**config.mk**
```make
export PLATFORM = sky130hd
export DESIGN_NAME = pwm_dcdc_ctrl
export DESIGN_NICKNAME = d
export VERILOG_FILES = /design/src/rtl/pwm_dcdc_pkg.sv /design/src/rtl/pwm_dcdc_control.sv /design/src/rtl/pwm_dcdc_datapath.sv /design/src/rtl/pwm_dcdc_ctrl.sv
export SDC_FILE = /design/constraint.sdc
export NUM_CORES = 1
export LEC_CHECK = 0
export BUFFER_PORTS_ARGS = -buffer_cell sky130_fd_sc_hd__buf_2
export CORE_MARGIN = 2
export CORE_UTILIZATION = 40
export CTS_CLUSTER_SIZE = 8
export DETAILED_ROUTE_END_ITERATION = 6
export HOLD_SLACK_MARGIN = 0.03
export SYNTH_ARGS = -nofsm -noshare
export SYNTH_HDL_FRONTEND = slang
export SYNTH_HIERARCHICAL = 1
export SYNTH_SLANG_ARGS = --single-unit
```
**constraint.sdc**
```tcl
create_clock -name clk -period 5.28 [get_ports clk]
set_input_delay 0.528 -clock clk [delete_from_list [all_inputs] [get_ports clk]]
set_output_delay 0.528 -clock clk [all_outputs]
set_load 0.03 [all_outputs]
```
**src/rtl/pwm_dcdc_pkg.sv**
```systemverilog
package pwm_dcdc_pkg;

  // register addresses
  localparam logic [1:0] ADDR_PERIOD = 2'd0;
  localparam logic [1:0] ADDR_DELAY  = 2'd1;
  localparam logic [1:0] ADDR_POWER  = 2'd2;
  localparam logic [1:0] ADDR_WIDTH  = 2'd3;

  // bit positions inside registers
  localparam int CAL_BIT = 7;
  localparam int OFF_BIT = 4;

  // strobes from control to datapath
  typedef struct packed {
    logic run;        // converter switching this cycle
    logic periodEnd;  // last cycle of the current period
    logic clrWidth;   // force on time to zero
  } ctlStrb_t;

endpackage

```
**src/rtl/pwm_dcdc_control.sv**
```systemverilog
module pwm_dcdc_control
  import pwm_dcdc_pkg::*;
#(
  parameter int DATA_W     = 8,
  parameter int CNT_W      = 8,
  parameter int TRIM_W     = 5,
  parameter int CAL_CYCLES = 64,
  parameter int PERIOD_RST = 63
) (
  input  logic              clk,
  input  logic              rstN,
  input  logic              wrEn,
  input  logic [1:0]        wrAddr,
  input  logic [DATA_W-1:0] wrData,
  output logic [CNT_W-1:0]  cnt,
  output logic [CNT_W-1:0]  activePeriod,
  output logic [CNT_W-1:0]  periodReg,
  output logic [TRIM_W-1:0] offTrim,
  output logic              convOff,
  output logic              calBusy,
  output ctlStrb_t          strb
);

  localparam int CAL_W = (CAL_CYCLES > 1) ? $clog2(CAL_CYCLES) : 1;
  localparam logic [CAL_W-1:0] CAL_LAST = CAL_W'(CAL_CYCLES - 1);

  logic [CAL_W-1:0] calCnt;
  logic run;
  logic periodEnd;
  logic wrDelay;

  assign run       = !convOff && !calBusy;
  assign periodEnd = run && (cnt == activePeriod);
  assign wrDelay   = wrEn && (wrAddr == ADDR_DELAY);

  assign strb.run       = run;
  assign strb.periodEnd = periodEnd;
  assign strb.clrWidth  = convOff;

  // software-visible fields
  always_ff @(posedge clk or negedge rstN) begin
    if (!rstN) begin
      periodReg <= CNT_W'(PERIOD_RST);
      offTrim   <= '0;
      convOff   <= 1'b1;
    end else if (wrEn) begin
      case (wrAddr)
        ADDR_PERIOD: periodReg <= wrData[CNT_W-1:0];
        ADDR_DELAY:  offTrim   <= wrData[TRIM_W-1:0];
        ADDR_POWER:  convOff   <= wrData[OFF_BIT];
        default: ;
      endcase
    end
  end

  // calibration timer, self clearing
  always_ff @(posedge clk or negedge rstN) begin
    if (!rstN) begin
      calBusy <= 1'b0;
      calCnt  <= '0;
    end else if (calBusy) begin
      if (calCnt == CAL_LAST) begin
        calBusy <= 1'b0;
        calCnt  <= '0;
      end else begin
        calCnt <= calCnt + 1'b1;
      end
    end else if (wrDelay && wrData[CAL_BIT]) begin
      calBusy <= 1'b1;
      calCnt  <= '0;
    end
  end

  // period counter and boundary latch of the period length
  always_ff @(posedge clk or negedge rstN) begin
    if (!rstN) begin
      cnt          <= '0;
      activePeriod <= CNT_W'(PERIOD_RST);
    end else if (!run || periodEnd) begin
      cnt          <= '0;
      activePeriod <= periodReg;
    end else begin
      cnt <= cnt + 1'b1;
    end
  end


  period_hold_chk: assert property (@(posedge clk) disable iff (!rstN)
    (run && !periodEnd) |=> $stable(activePeriod));


  off_hold_chk: assert property (@(posedge clk) disable iff (!rstN)
    convOff |=> (cnt == '0));

endmodule

```
**src/rtl/pwm_dcdc_datapath.sv**
```systemverilog
module pwm_dcdc_datapath
  import pwm_dcdc_pkg::*;
#(
  parameter int CNT_W     = 8,
  parameter int TRIM_W    = 5,
  parameter int FIXED_OFF = 4
) (
  input  logic              clk,
  input  logic              rstN,
  input  ctlStrb_t          strb,
  input  logic [CNT_W-1:0]  cnt,
  input  logic [CNT_W-1:0]  activePeriod,
  input  logic [CNT_W-1:0]  periodReg,
  input  logic [TRIM_W-1:0] offTrim,
  input  logic              vBelow,
  input  logic              overload,
  output logic [CNT_W-1:0]  width,
  output logic              drvOn
);

  localparam int EXT_W = (CNT_W > TRIM_W ? CNT_W : TRIM_W) + 2;

  logic [EXT_W-1:0] minOff;
  logic [EXT_W-1:0] lenCur, lenNext;
  logic [EXT_W-1:0] maxCur, maxNext;
  logic [EXT_W-1:0] widthExt, widthNext;
  logic             blank;

  assign minOff   = EXT_W'(offTrim) + EXT_W'(FIXED_OFF);
  assign lenCur   = EXT_W'(activePeriod) + 1'b1;
  assign lenNext  = EXT_W'(periodReg) + 1'b1;
  assign maxCur   = (lenCur  > minOff) ? lenCur  - minOff : '0;
  assign maxNext  = (lenNext > minOff) ? lenNext - minOff : '0;
  assign widthExt = EXT_W'(width);

  // one-step regulation with clamping against the coming period
  always_comb begin
    widthNext = widthExt;
    if (vBelow && (widthExt < maxNext)) begin
      widthNext = widthExt + 1'b1;
    end else if (!vBelow && (width != '0)) begin
      widthNext = widthExt - 1'b1;
    end
    if (widthNext > maxNext) begin
      widthNext = maxNext;
    end
  end

  always_ff @(posedge clk or negedge rstN) begin
    if (!rstN) begin
      width <= '0;
    end else if (strb.clrWidth) begin
      width <= '0;
    end else if (strb.periodEnd) begin
      width <= widthNext[CNT_W-1:0];
    end
  end

  // overload blanking: set wins over release at the boundary
  always_ff @(posedge clk or negedge rstN) begin
    if (!rstN) begin
      blank <= 1'b0;
    end else if (overload) begin
      blank <= 1'b1;
    end else if (strb.periodEnd || !strb.run) begin
      blank <= 1'b0;
    end
  end

  assign drvOn = strb.run && !blank
               && (EXT_W'(cnt) < widthExt)
               && (EXT_W'(cnt) < maxCur);


  overload_blank_chk: assert property (@(posedge clk) disable iff (!rstN)
    overload |=> !drvOn);


  width_stable_chk: assert property (@(posedge clk) disable iff (!rstN)
    (strb.run && !strb.periodEnd && !strb.clrWidth) |=> $stable(width));

endmodule

```
**src/rtl/pwm_dcdc_ctrl.sv**
```systemverilog
module pwm_dcdc_ctrl
  import pwm_dcdc_pkg::*;
#(
  parameter int DATA_W     = 8,
  parameter int CNT_W      = 8,
  parameter int TRIM_W     = 5,
  parameter int FIXED_OFF  = 4,
  parameter int CAL_CYCLES = 64,
  parameter int PERIOD_RST = 63
) (
  input  logic              clk,
  input  logic              rstN,
  input  logic              wrEn,
  input  logic [1:0]        wrAddr,
  input  logic [DATA_W-1:0] wrData,
  input  logic [1:0]        rdAddr,
  output logic [DATA_W-1:0] rdData,
  input  logic              vBelow,
  input  logic              overload,
  output logic              drvPos,
  output logic              drvNeg
);

  ctlStrb_t          strb;
  logic [CNT_W-1:0]  cnt, activePeriod, periodReg, width;
  logic [TRIM_W-1:0] offTrim;
  logic              convOff, calBusy, drvOn;

  pwm_dcdc_control #(
    .DATA_W(DATA_W), .CNT_W(CNT_W), .TRIM_W(TRIM_W),
    .CAL_CYCLES(CAL_CYCLES), .PERIOD_RST(PERIOD_RST)
  ) uCtl (
    .clk(clk), .rstN(rstN), .wrEn(wrEn), .wrAddr(wrAddr), .wrData(wrData),
    .cnt(cnt), .activePeriod(activePeriod), .periodReg(periodReg),
    .offTrim(offTrim), .convOff(convOff), .calBusy(calBusy), .strb(strb)
  );

  pwm_dcdc_datapath #(
    .CNT_W(CNT_W), .TRIM_W(TRIM_W), .FIXED_OFF(FIXED_OFF)
  ) uDp (
    .clk(clk), .rstN(rstN), .strb(strb), .cnt(cnt),
    .activePeriod(activePeriod), .periodReg(periodReg), .offTrim(offTrim),
    .vBelow(vBelow), .overload(overload), .width(width), .drvOn(drvOn)
  );

  assign drvPos = drvOn;
  assign drvNeg = !drvOn;

  always_comb begin
    rdData = '0;
    case (rdAddr)
      ADDR_PERIOD: rdData = DATA_W'(periodReg);
      ADDR_DELAY: begin
        rdData = DATA_W'(offTrim);
        rdData[CAL_BIT] = calBusy;
      end
      ADDR_POWER: rdData[OFF_BIT] = convOff;
      default:    rdData = DATA_W'(width);
    endcase
  end


  cal_quiet_chk: assert property (@(posedge clk) disable iff (!rstN)
    calBusy |-> !drvPos);

endmodule

```
==> results of run 1 <==
[cells in the final DEF, fill, tap and decap left out, types with 6 or more instances in the layout]
cell type and n:
dfstp_2 13, buf_4 43, nand4_1 9, nand3_1 19
nor2b_1 6, nor2_1 35, mux2i_1 13, a21oi_1 18
nor3_1 9, xnor2_1 18, ha_1 49, nand3b_1 6
o21ai_0 14, a21o_1 7, dfrtp_1 33, and3_1 8
nand2b_1 9, a22o_1 6, buf_2 26, nand2_1 40
mux2_2 19, xor2_1 24, inv_1 21
[worst paths after layout]
kind,depth (start not counted),slack (ps),to,start
worst max-delay path,27,1,uDp/width[1],uCtl/periodReg[0]
worst min-delay path,2,300,uDp/width[0],rstN
worst max register to register,27,1,uDp/width[1],uCtl/periodReg[0]
worst min register to register,1,530,uDp/blank,uDp/blank
max in group asynchronous,2,4570,uCtl/periodReg[6],rstN
min in group clk,2,420,uDp/blank,overload
[power by group through the flow]
| stage | logic [mW] | clock network (mW) | registers [mW] |
|---|---|---|---|
| floorplan | 1.36 | 0 | 0.522 |
| global placement | 2.05 | 0 | 0.567 |
| detailed placement | 2.09 | 0 | 0.570 |
| CTS | 2.23 | 0.271 | 0.568 |
| global route | 2.63 | 0.289 | 0.586 |
| finish | 2.37 | 0.265 | 0.572 |
[synthesized netlist by cell type (5+ instances only)]
library cell,n,share of area (%)
nand3b_1,6,1.0
nand4_1,9,1.3
clkbuf_1,6,0.51
o21ai_0,16,1.8
mux2i_1,13,3.0
a22o_1,6,1.2
and3_1,9,1.3
xor2_1,24,4.8
nand2b_1,10,1.4
nor2_1,36,3.1
ha_1,52,15
o21bai_1,5,0.86
o21ai_1,6,0.68
nor2b_1,7,1.0
nor3_1,13,1.5
dfstp_2,13,7.8
nand2_1,41,3.5
o2bb2ai_1,5,1.0
inv_1,21,1.8
nand3_1,21,2.4
a21oi_1,20,2.3
xnor2_1,20,4.0
a31oi_1,7,1.0
a21o_1,7,1.2
dfrtp_1,33,19
mux2_2,19,4.9
[layout make-up]
| class | count | area [um^2] |
|---|---|---|
| Fill cell | 1009 | 5540 |
| Multi-Input combinational cell | 400 | 3230 |
| Sequential cell | 46 | 1170 |
| Timing Repair Buffer | 72 | 495 |
| Tap cell | 140 | 175 |
| Inverter | 22 | 82.6 |
| Clock buffer | 6 | 72.6 |
| Clock inverter | 2 | 37.5 |
[metal layers]
| layer | GRT usage [%] | wire length, um | vias up | part of all wire (%) |
|---|---|---|---|---|
| met5 | 0 | 0 | - | 0 |
| met4 | 4.85 | 169 | 0 | 1.5 |
| met3 | 2.33 | 406 | 12 | 3.5 |
| met2 | 35.9 | 5690 | 73 | 49 |
| met1 | 27.3 | 5270 | 1811 | 46 |
| li1 | - | - | 1882 | - |
[what timing repair did]
item / CTS / global route
gates cloned: 0 / 0
pin swaps: 7 / 19
resized for setup: 22 / 13
buffers inserted: 2 / 6
endpoints found under the setup margin: 8 / 10
[flip-flops by register name, indices dropped and copies added, names as in the netlist]
signal / cells
uCtl/calBusy: 1
uCtl/convOff: 1
uDp/blank: 1
uCtl/calCnt: 6
uCtl/activePeriod: 8
uCtl/periodReg: 8
uCtl/offTrim: 5
uDp/width: 8
uCtl/cnt: 8
[critical path, cell delays in order (launching register included)]
cell and delay [ps]:
dfstp_2 590, ha_4 150, and3_4 180, xor2_1 160
ha_1 290, a21o_1 230, a31oi_4 160, buf_4 150
xnor2_2 120, nand2_2 100, ha_4 290, nand2_1 50
o21a_1 200, o21ai_2 90, a31oi_4 110, a211oi_4 330
nor2_1 110, a31o_2 260, ha_1 290, nand4_1 130
nor3_2 250, buf_4 140, a32oi_1 80, buf_4 170
buf_6 130, nor3_4 150, mux2i_1 100, a31oi_1 200
[logic make-up after synthesis]
| logic type | Yosys count |
|---|---|
| muxes | 37 |
| and+or+nand+nor | 164 |
| xor gates and xnor gates | 44 |
| buffers and inverters | 37 |
| adders and majority gates | 54 |
| AOI/OAI and AO/OA | 101 |
| DFF | 46 |
[metrics by stage]
step                std cells  util (%)  power, mW
floorplan                 483         -       1.88
global placement          672      45.3       2.62
detailed placement        672      45.3       2.66
CTS                       682      47.7       3.07
global route              688      48.7       3.50
finish                    688      48.7       3.21
==> flow_summary_export.csv, run 1 <==
group,metric,value,unit
synthesis,postSynthAreaPerCell,9.08,um^2
power_and_ir_drop,p_per_area,610,mW/mm^2
power_and_ir_drop,ir_worst_vdd,586,uV
global_route,antenna_found_initial,0,
clocking,numCtsBuffers,5,
worst_setup_path,endpoint_kind,"register",
synthesis,async_reset_ff_share,100,%
placement,port_buffers,26,
timing,fmax,189,MHz
worst_setup_path,start_kind,"register",
global_route,grt_overflow_total,0,
timing,layout_min_cycle_time,5280,ps
timing,rsz0062_at_grt,"yes",
clocking,cts_tree,"done",
power_and_ir_drop,p_sw,1.47,mW
floorplanning,coreArea,0.0108,mm^2
run_status,status,"finished clean",
synthesis,synthFlopType,"dfrtp_1",
worst_setup_path,crit_required,5490,ps
synthesis,synth_xor_xnor_area_share,8.78,%
cells_and_area,num_antenna_cells,0,
detailed_routing,drc_errors,0,
clocking,clk_pin_slew,90,ps
clocking,clock_path_buffers,2,
placement,routabilityCongestion,0.931,
synthesis,synth_nets,554,
timing,worst_slack,1.04,ps
power_and_ir_drop,switching_share,46.0,%
floorplanning,start_util,40.7,%
cells_and_area,drive_above_1_share,27.9,%
timing,maxSlewViolCount,0,
detailed_routing,drt_iter0_drc,145,
timing,timing.final.crit_share,100,%
timing,whs,296,ps
worst_setup_path,critPathArrivalTime,5490,ps
timing,skew,13.1,ps
clocking,cts.sinks,46,
hold_path,min_path_type,"input port to asynchronous set/reset pin",
power_and_ir_drop,p_seq_share,17.8,%
global_route,grt_pass1_vias,3779,
global_route,track_usage,20.6,%
synthesis,ys_seq_area_share,26.6,%
synthesis,postSynthCellCount,483,
cells_and_area,final_nets,618,
clocking,clk_latency,300,ps
power_and_ir_drop,pwr-share-clk,8.3,%
timing,fin_tns_setup,0,ps
placement,dpl_cell_area,0.00489,mm^2
floorplanning,rows,38,
clocking,cts-hold-fix-buffers,0,
placement,dp_hpwl,8910,um
synthesis,synthSimpleGateAreaFrac,18.7,%
detailed_routing,drt-pass1-iter-count,5,
worst_setup_path,worstSetupPathType,"register to register",
clocking,cts_root_buf,"clkbuf_8",
floorplanning,num_io_pins,27,
synthesis,muxShareOfSynthArea,9.64,%
synthesis,netlist_area,0.00439,mm^2
synthesis,synth_top_family_by_area,"simple AND/OR/NAND/NOR gates",
cells_and_area,stdcell_area,0.00526,mm^2
global_route,grt_pass1_wl,19100,um
timing,worst_slew_pin_slew,784,ps
clocking,h-tree-depth,2,
power_and_ir_drop,total_leakage_power,2.42,nW
global_route,grt_max_degree,47,
power_and_ir_drop,p_comb_share,73.9,%
placement,place_ws,-201,ps
detailed_routing,wl_per_cell,16.8,um
floorplanning,die_y,109,um
detailed_routing,drtAntennaViolNets,0,
timing,relSlewSlack,47.5,%
floorplanning,die_area,0.0118,mm^2
worst_setup_path,path_max_fanout,6,
synthesis,yosys.area_share.adder,15.7,%
detailed_routing,wl,11500,um
synthesis,synth_edf_count,0,
synthesis,yosysUniqueCellTypes,64,
detailed_routing,vias_per_cell,5.49,
timing,hold_viol,0,
power_and_ir_drop,p_int,1.73,mW
detailed_routing,vias,3778,
timing,setup_viol,0,
synthesis,ys_warn_count,6,
synthesis,synth_compound_area_share,16.1,%
cells_and_area,area_growth,19.8,%
run,max_cap_viol_count,0,
synthesis,synth-seq-cells,46,
floorplanning,fp.dieW,109,um
Note: power is estimated with default switching activity, not from simulation.
==> inputs of run 2 (changes only) <==
--- a/config.mk
+++ b/config.mk
@@ -6,7 +6,7 @@
 export NUM_CORES = 1
 export LEC_CHECK = 0
 export BUFFER_PORTS_ARGS = -buffer_cell sky130_fd_sc_hd__buf_2
-export CORE_MARGIN = 2
+export CORE_MARGIN = 3
 export CORE_UTILIZATION = 40
 export CTS_CLUSTER_SIZE = 8
 export DETAILED_ROUTE_END_ITERATION = 6
==> run 2 against run 1 <==
Compared with the run above:
- the run now ends with setup timing left
- die area up 3.7%
- combinational power up 18%
- worst setup slack worse by 120 ps
- first-iteration DRC count up 28%
- sequential power about the same
- clock skew down 5.1 ps
- count of clock-buffer cells in the layout up 1
- cell area up 4.9%
- routed wire length up 5.9%
- highest routed layer unchanged
==> flow_summary_export.csv, run 2 (synthesis results as in run 1) <==
group,metric,value,unit
timing,fmax,185,MHz
placement,dp_hpwl,8910,um
clocking,cts_tree,"done",
placement,routabilityCongestion,0.956,
cells_and_area,area_growth,25.7,%
floorplanning,die_y,111,um
floorplanning,die_area,0.0123,mm^2
placement,place_inst,669,
power_and_ir_drop,p_comb_share,77.4,%
global_route,grt_max_degree,47,
timing,rsz0062_at_grt,"yes",
global_route,track_usage,19.0,%
detailed_routing,drc_errors,0,
worst_setup_path,worstSetupPathType,"register to register",
cells_and_area,final_common_cell,"buf_4",
cells_and_area,mostFrequentLayoutCells,"buf_4 (64), ha_1 (46), nand2_1 (36), nor2_1 (35), dfrtp_1 (33)",
cells_and_area,final_nets,638,
placement,port_buffers,26,
timing,setup_viol,8,
global_route,grt_pass1_vias,3860,
power_and_ir_drop,p_per_area,657,mW/mm^2
detailed_routing,vias_per_cell,5.61,
detailed_routing,drtAntennaViolNets,0,
power_and_ir_drop,ir_worst_vdd,686,uV
floorplanning,fp.dieW,111,um
run,max_cap_viol_count,0,
power_and_ir_drop,power.total,3.63,mW
floorplanning,coreArea,0.0105,mm^2
clocking,numCtsBuffers,5,
worst_setup_path,crit_family,"compound AO/OA/AOI/OAI gates",
timing,worst_slew_pin_slew,784,ps
clocking,h-tree-depth,2,
clocking,cts.sinks,46,
worst_setup_path,endpoint_kind,"register",
clocking,cts_root_buf,"clkbuf_8",
timing,worst_slack,-116,ps
clocking,clk_latency,300,ps
worst_setup_path,path_max_fanout,6,
timing,timing.final.crit_share,102,%
global_route,grt_overflow_total,0,
floorplanning,start_util,41.8,%
power_and_ir_drop,p_seq_share,15.8,%
run_status,failed_checks,"setup timing",
power_and_ir_drop,total_leakage_power,2.54,nW
cells_and_area,num_antenna_cells,0,
timing,skew,8.03,ps
worst_setup_path,start_kind,"register",
floorplanning,num_io_pins,27,
power_and_ir_drop,pwr-share-clk,6.8,%
worst_setup_path,cp_slowest_cell,"dfstp_2",
power_and_ir_drop,p_int,1.97,mW
timing,maxSlewViolCount,0,
detailed_routing,drt-pass1-iter-count,7,
power_and_ir_drop,switching_share,45.7,%
clocking,clk_pin_slew,90,ps
floorplanning,rows,37,
worst_setup_path,path_buf_inv,3,
placement,place_ws,-208,ps
timing,fin_tns_setup,-649,ps
run_status,status,"finished with violations",
worst_setup_path,crit_required,5460,ps
global_route,grt_pass1_wl,19300,um
worst_setup_path,slowest_delay,610,ps
power_and_ir_drop,p_sw,1.66,mW
clocking,clock_path_buffers,2,
detailed_routing,drt_iter0_drc,186,
detailed_routing,wl,12200,um
worst_setup_path,critPathArrivalTime,5580,ps
timing,layout_min_cycle_time,5400,ps
timing,relSlewSlack,47.6,%
cells_and_area,drive_above_1_share,32.4,%
detailed_routing,vias,3951,
timing,hold_viol,0,
cells_and_area,layout.cells.non_filler,704,
global_route,antenna_found_initial,0,
hold_path,min_path_type,"input port to asynchronous set/reset pin",
detailed_routing,wl_per_cell,17.3,um
## run 2: changes by cell type in the layout (fill, tap and decap cells not counted), sizes merged
cell,delta
clkbuf,+1
buf,+20
bufinv,-1
## run 2: through the flow
step | cell area, um^2 | hold slack [ps] | utilization [%]
detailed placement | 4890 | 510 | 46.6
floorplan | 4400 | 232 | -
finish | 5520 | 290 | 52.5
global placement | 4890 | 504 | 46.6
CTS | 5270 | 314 | 50.1
global route | 5520 | 341 | 52.5
## run 2: final cells by class
type | count | area, um^2
inverter | 22 | 82.6
fill | 919 | 4990
tap | 136 | 170
timing repair buffer | 92 | 642
sequential | 46 | 1170
multi-input combinational | 400 | 3350
clock buffer | 7 | 97.6
clock inverter | 1 | 7.51
## run 2: path summary, 6_finish.rpt
path	slack [ps]	end	start	depth (start not counted)
max	-120	uDp/width[0]	uCtl/periodReg[0]	28
min	290	uDp/width[0]	rstN	2
max reg2reg	-120	uDp/width[0]	uCtl/periodReg[0]	28
min reg2reg	530	uDp/blank	uDp/blank	1
max in group asynchronous	4590	uCtl/periodReg[1]	rstN	2
min in group clk	420	uDp/blank	overload	2
## run 2: power groups by stage
stage	combinational, mW	clock, mW	sequential [mW]
2_1_floorplan	1.36	0	0.522
3_3_place_gp	2.07	0	0.567
3_5_place_dp	2.11	0	0.569
4_1_cts	2.44	0.255	0.565
5_1_grt	3.05	0.267	0.587
6_report	2.80	0.246	0.574
## run 2: per-layer routing
layer	vias to the layer above	GRT usage, %	share of wire, %
met1	1881	25.1	45
met3	30	2.29	4.2
li1	1922	-	-
met4	0	6.98	2.8
met5	-	0	0
met2	118	32.1	48
## run 2: timing repair
item	in CTS	in global routing
hold buffers	0	0
setup buffers	18	9
gates resized for setup	23	30
endpoints found under the setup margin	8	10
pin swaps	19	32
==> inputs of run 3 (changes only) <==
--- a/config.mk
+++ b/config.mk
@@ -5,6 +5,7 @@
 export SDC_FILE = /design/constraint.sdc
 export NUM_CORES = 1
 export LEC_CHECK = 0
+export ABC_AREA = 1
 export BUFFER_PORTS_ARGS = -buffer_cell sky130_fd_sc_hd__buf_2
 export CORE_MARGIN = 3
 export CORE_UTILIZATION = 40
==> run 3 against run 2 <==
Compared with the run above:
- the run now ends clean
- largest power group unchanged
- cell area shrank 5.1%
- highest routed layer unchanged
- final cell count grew 22%
- largest cell class unchanged
- critical endpoint is now uDp/width[6]
- clock power increased by 31%
- critical path type unchanged
- first-iteration DRC count up 60%
==> flow_summary_export.csv, run 3 <==
group,metric,value,unit
run_status,status,"finished clean",
detailed_routing,vias,4379,
detailed_routing,drtAntennaViolNets,0,
power_and_ir_drop,p_per_area,553,mW/mm^2
power_and_ir_drop,pwr-share-clk,11.1,%
timing,worst_slew_pin_slew,1060,ps
detailed_routing,vias_per_cell,5.12,
clocking,numCtsBuffers,5,
worst_setup_path,cp_slowest_cell,"dfstp_2",
floorplanning,coreArea,0.0115,mm^2
clocking,cts.sinks,46,
hold_path,min_path_type,"input port to asynchronous set/reset pin",
timing,setup_viol,0,
cells_and_area,num_antenna_cells,0,
synthesis,synth_area_leader_cell,"dfrtp_1",
timing,layout_min_cycle_time,5100,ps
global_route,grt_overflow_total,0,
placement,place_inst,839,
worst_setup_path,path_buf_inv,2,
worst_setup_path,critPathArrivalTime,5280,ps
cells_and_area,area_growth,11.0,%
synthesis,postSynthCellCount,677,
synthesis,postSynthAreaPerCell,6.96,um^2
worst_setup_path,crit_family,"simple AND/OR/NAND/NOR gates",
global_route,grt_pass1_vias,4206,
power_and_ir_drop,p_sw,1.50,mW
worst_setup_path,endpoint_kind,"register",
timing,hold_viol,0,
power_and_ir_drop,ir_worst_vdd,426,uV
worst_setup_path,crit_required,5460,ps
synthesis,async_reset_ff_share,100,%
detailed_routing,wl_per_cell,14.6,um
synthesis,ys_warn_count,6,
synthesis,synth_top_area_share,17.5,%
timing,maxSlewViolCount,0,
synthesis,netlist_area,0.00471,mm^2
cells_and_area,postLayoutCoreUtil,45.7,%
detailed_routing,wl,12500,um
clocking,clk_pin_slew,70,ps
worst_setup_path,worstSetupPathType,"register to register",
detailed_routing,drt_iter0_drc,298,
floorplanning,start_util,41.1,%
power_and_ir_drop,switching_share,51.9,%
floorplanning,fp.dieW,115,um
timing,worst_slack,180,ps
floorplanning,num_io_pins,27,
cells_and_area,fillCellCount,1142,
clocking,clock_path_buffers,2,
run,max_cap_viol_count,0,
timing,fin_tns_setup,0,ps
synthesis,synth-seq-cells,46,
placement,place_ws,117,ps
global_route,grt_pass1_wl,20200,um
floorplanning,die_y,115,um
timing,fmax,196,MHz
synthesis,synthFlopType,"dfrtp_1",
global_route,track_usage,19.3,%
cells_and_area,final_common_cell,"nand2_1",
power_and_ir_drop,total_leakage_power,2.79,nW
cells_and_area,layout.cells.non_filler,856,
floorplanning,rows,39,
power_and_ir_drop,power.total,2.90,mW
synthesis,synthTopCellsByArea,"dfrtp_1 (18%), nand2_1 (16%), ha_1 (14%)",
global_route,grt_max_degree,47,
placement,dp_hpwl,9860,um
detailed_routing,drt-pass1-iter-count,5,
synthesis,synth_edf_count,0,
synthesis,synthTopCellsByCount,"nand2_1 (196), inv_1 (85), nand3_1 (67)",
clocking,cts-hold-fix-buffers,0,
clocking,clk_latency,290,ps
worst_setup_path,slowest_delay,570,ps
synthesis,synth_nets,748,
synthesis,ys_seq_area_share,24.8,%
cells_and_area,mostFrequentLayoutCells,"nand2_1 (192), inv_1 (84), nand3_1 (66), ha_1 (52), nor2_1 (42)",
power_and_ir_drop,p_comb_share,67.0,%
clocking,h-tree-depth,2,
cells_and_area,final_nets,783,
worst_setup_path,path_max_fanout,9,
global_route,antenna_found_initial,0,
placement,port_buffers,26,
clocking,cts_tree,"done",
timing,skew,8.56,ps
cells_and_area,drive_above_1_share,16.3,%
detailed_routing,drc_errors,0,
clocking,cts_root_buf,"clkbuf_16",
placement,routabilityCongestion,0.905,
worst_setup_path,start_kind,"register",
timing,timing.final.crit_share,96.6,%
timing,relSlewSlack,29.2,%
power_and_ir_drop,p_int,1.39,mW
synthesis,yosysUniqueCellTypes,48,
synthesis,synth.most_common_cell,"nand2_1",
power_and_ir_drop,p_seq_share,21.9,%
floorplanning,die_area,0.0131,mm^2
worst_setup_path,critPathMostFrequentCell,"nand2_1",
## run 3: repair_timing
| action | CTS | global route |
|---|---|---|
| setup buffers | 0 | 9 |
| endpoints found under the setup margin | 0 | 8 |
| gates resized for setup | 0 | 11 |
## run 3: layout make-up
class | instances | area [um^2] | area share, %
clock buffers | 5 | 125 | 2.39
clock inverters | 3 | 22.5 | 0.430
inverters | 90 | 338 | 6.45
multi-input cells | 532 | 3190 | 60.9
flip-flops and latches | 46 | 1170 | 22.3
well taps | 143 | 179 | 3.42
repair buffers | 37 | 213 | 4.06
## run 3: power groups by stage
stage	clock network, mW	registers, mW	logic [mW]
finish	0.322	0.633	1.94
global route	0.349	0.652	2.20
CTS	0.330	0.634	1.80
detailed placement	0	0.639	1.78
global placement	0	0.635	1.74
floorplan	0	0.568	1.42
## run 3: path summary, 6_finish.rpt
check	start	slack, ps	cells after the start	end
max	uCtl/periodReg[0]	180	29	uDp/width[6]
max reg2reg	uCtl/periodReg[0]	180	29	uDp/width[6]
max in group asynchronous	rstN	4200	1	uDp/width[3]
min	rstN	420	1	uCtl/cnt[3]
min reg2reg	uCtl/calCnt[4]	490	2	uCtl/calCnt[4]
min in group clk	overload	450	2	uDp/blank
## run 3: cell families after synthesis
logic type / count (synthesis) / share of synthesized area (%)
xor+xnor: 30 / 5.57
flops: 46 / 24.8
mux: 3 / 0.717
fa+ha+maj: 54 / 14.6
buf+inv: 99 / 8.41
compound gates: 70 / 8.81
simple gates: 375 / 37.1
## run 3: layer usage
metal	track usage [%]	vias up	routed length [um]
met3	2.11	22	480
met4	5.23	0	239
met5	0	-	0
met2	33.4	106	5990
li1	-	2260	-
met1	25.5	1991	5760
## run 3: stage by stage
stage               hold slack, ps  instance area (um^2)
CTS                            447                  5130
detailed placement             475                  4980
global route                   453                  5240
floorplan                      232                  4710
finish                         424                  5240
global placement               462                  4980
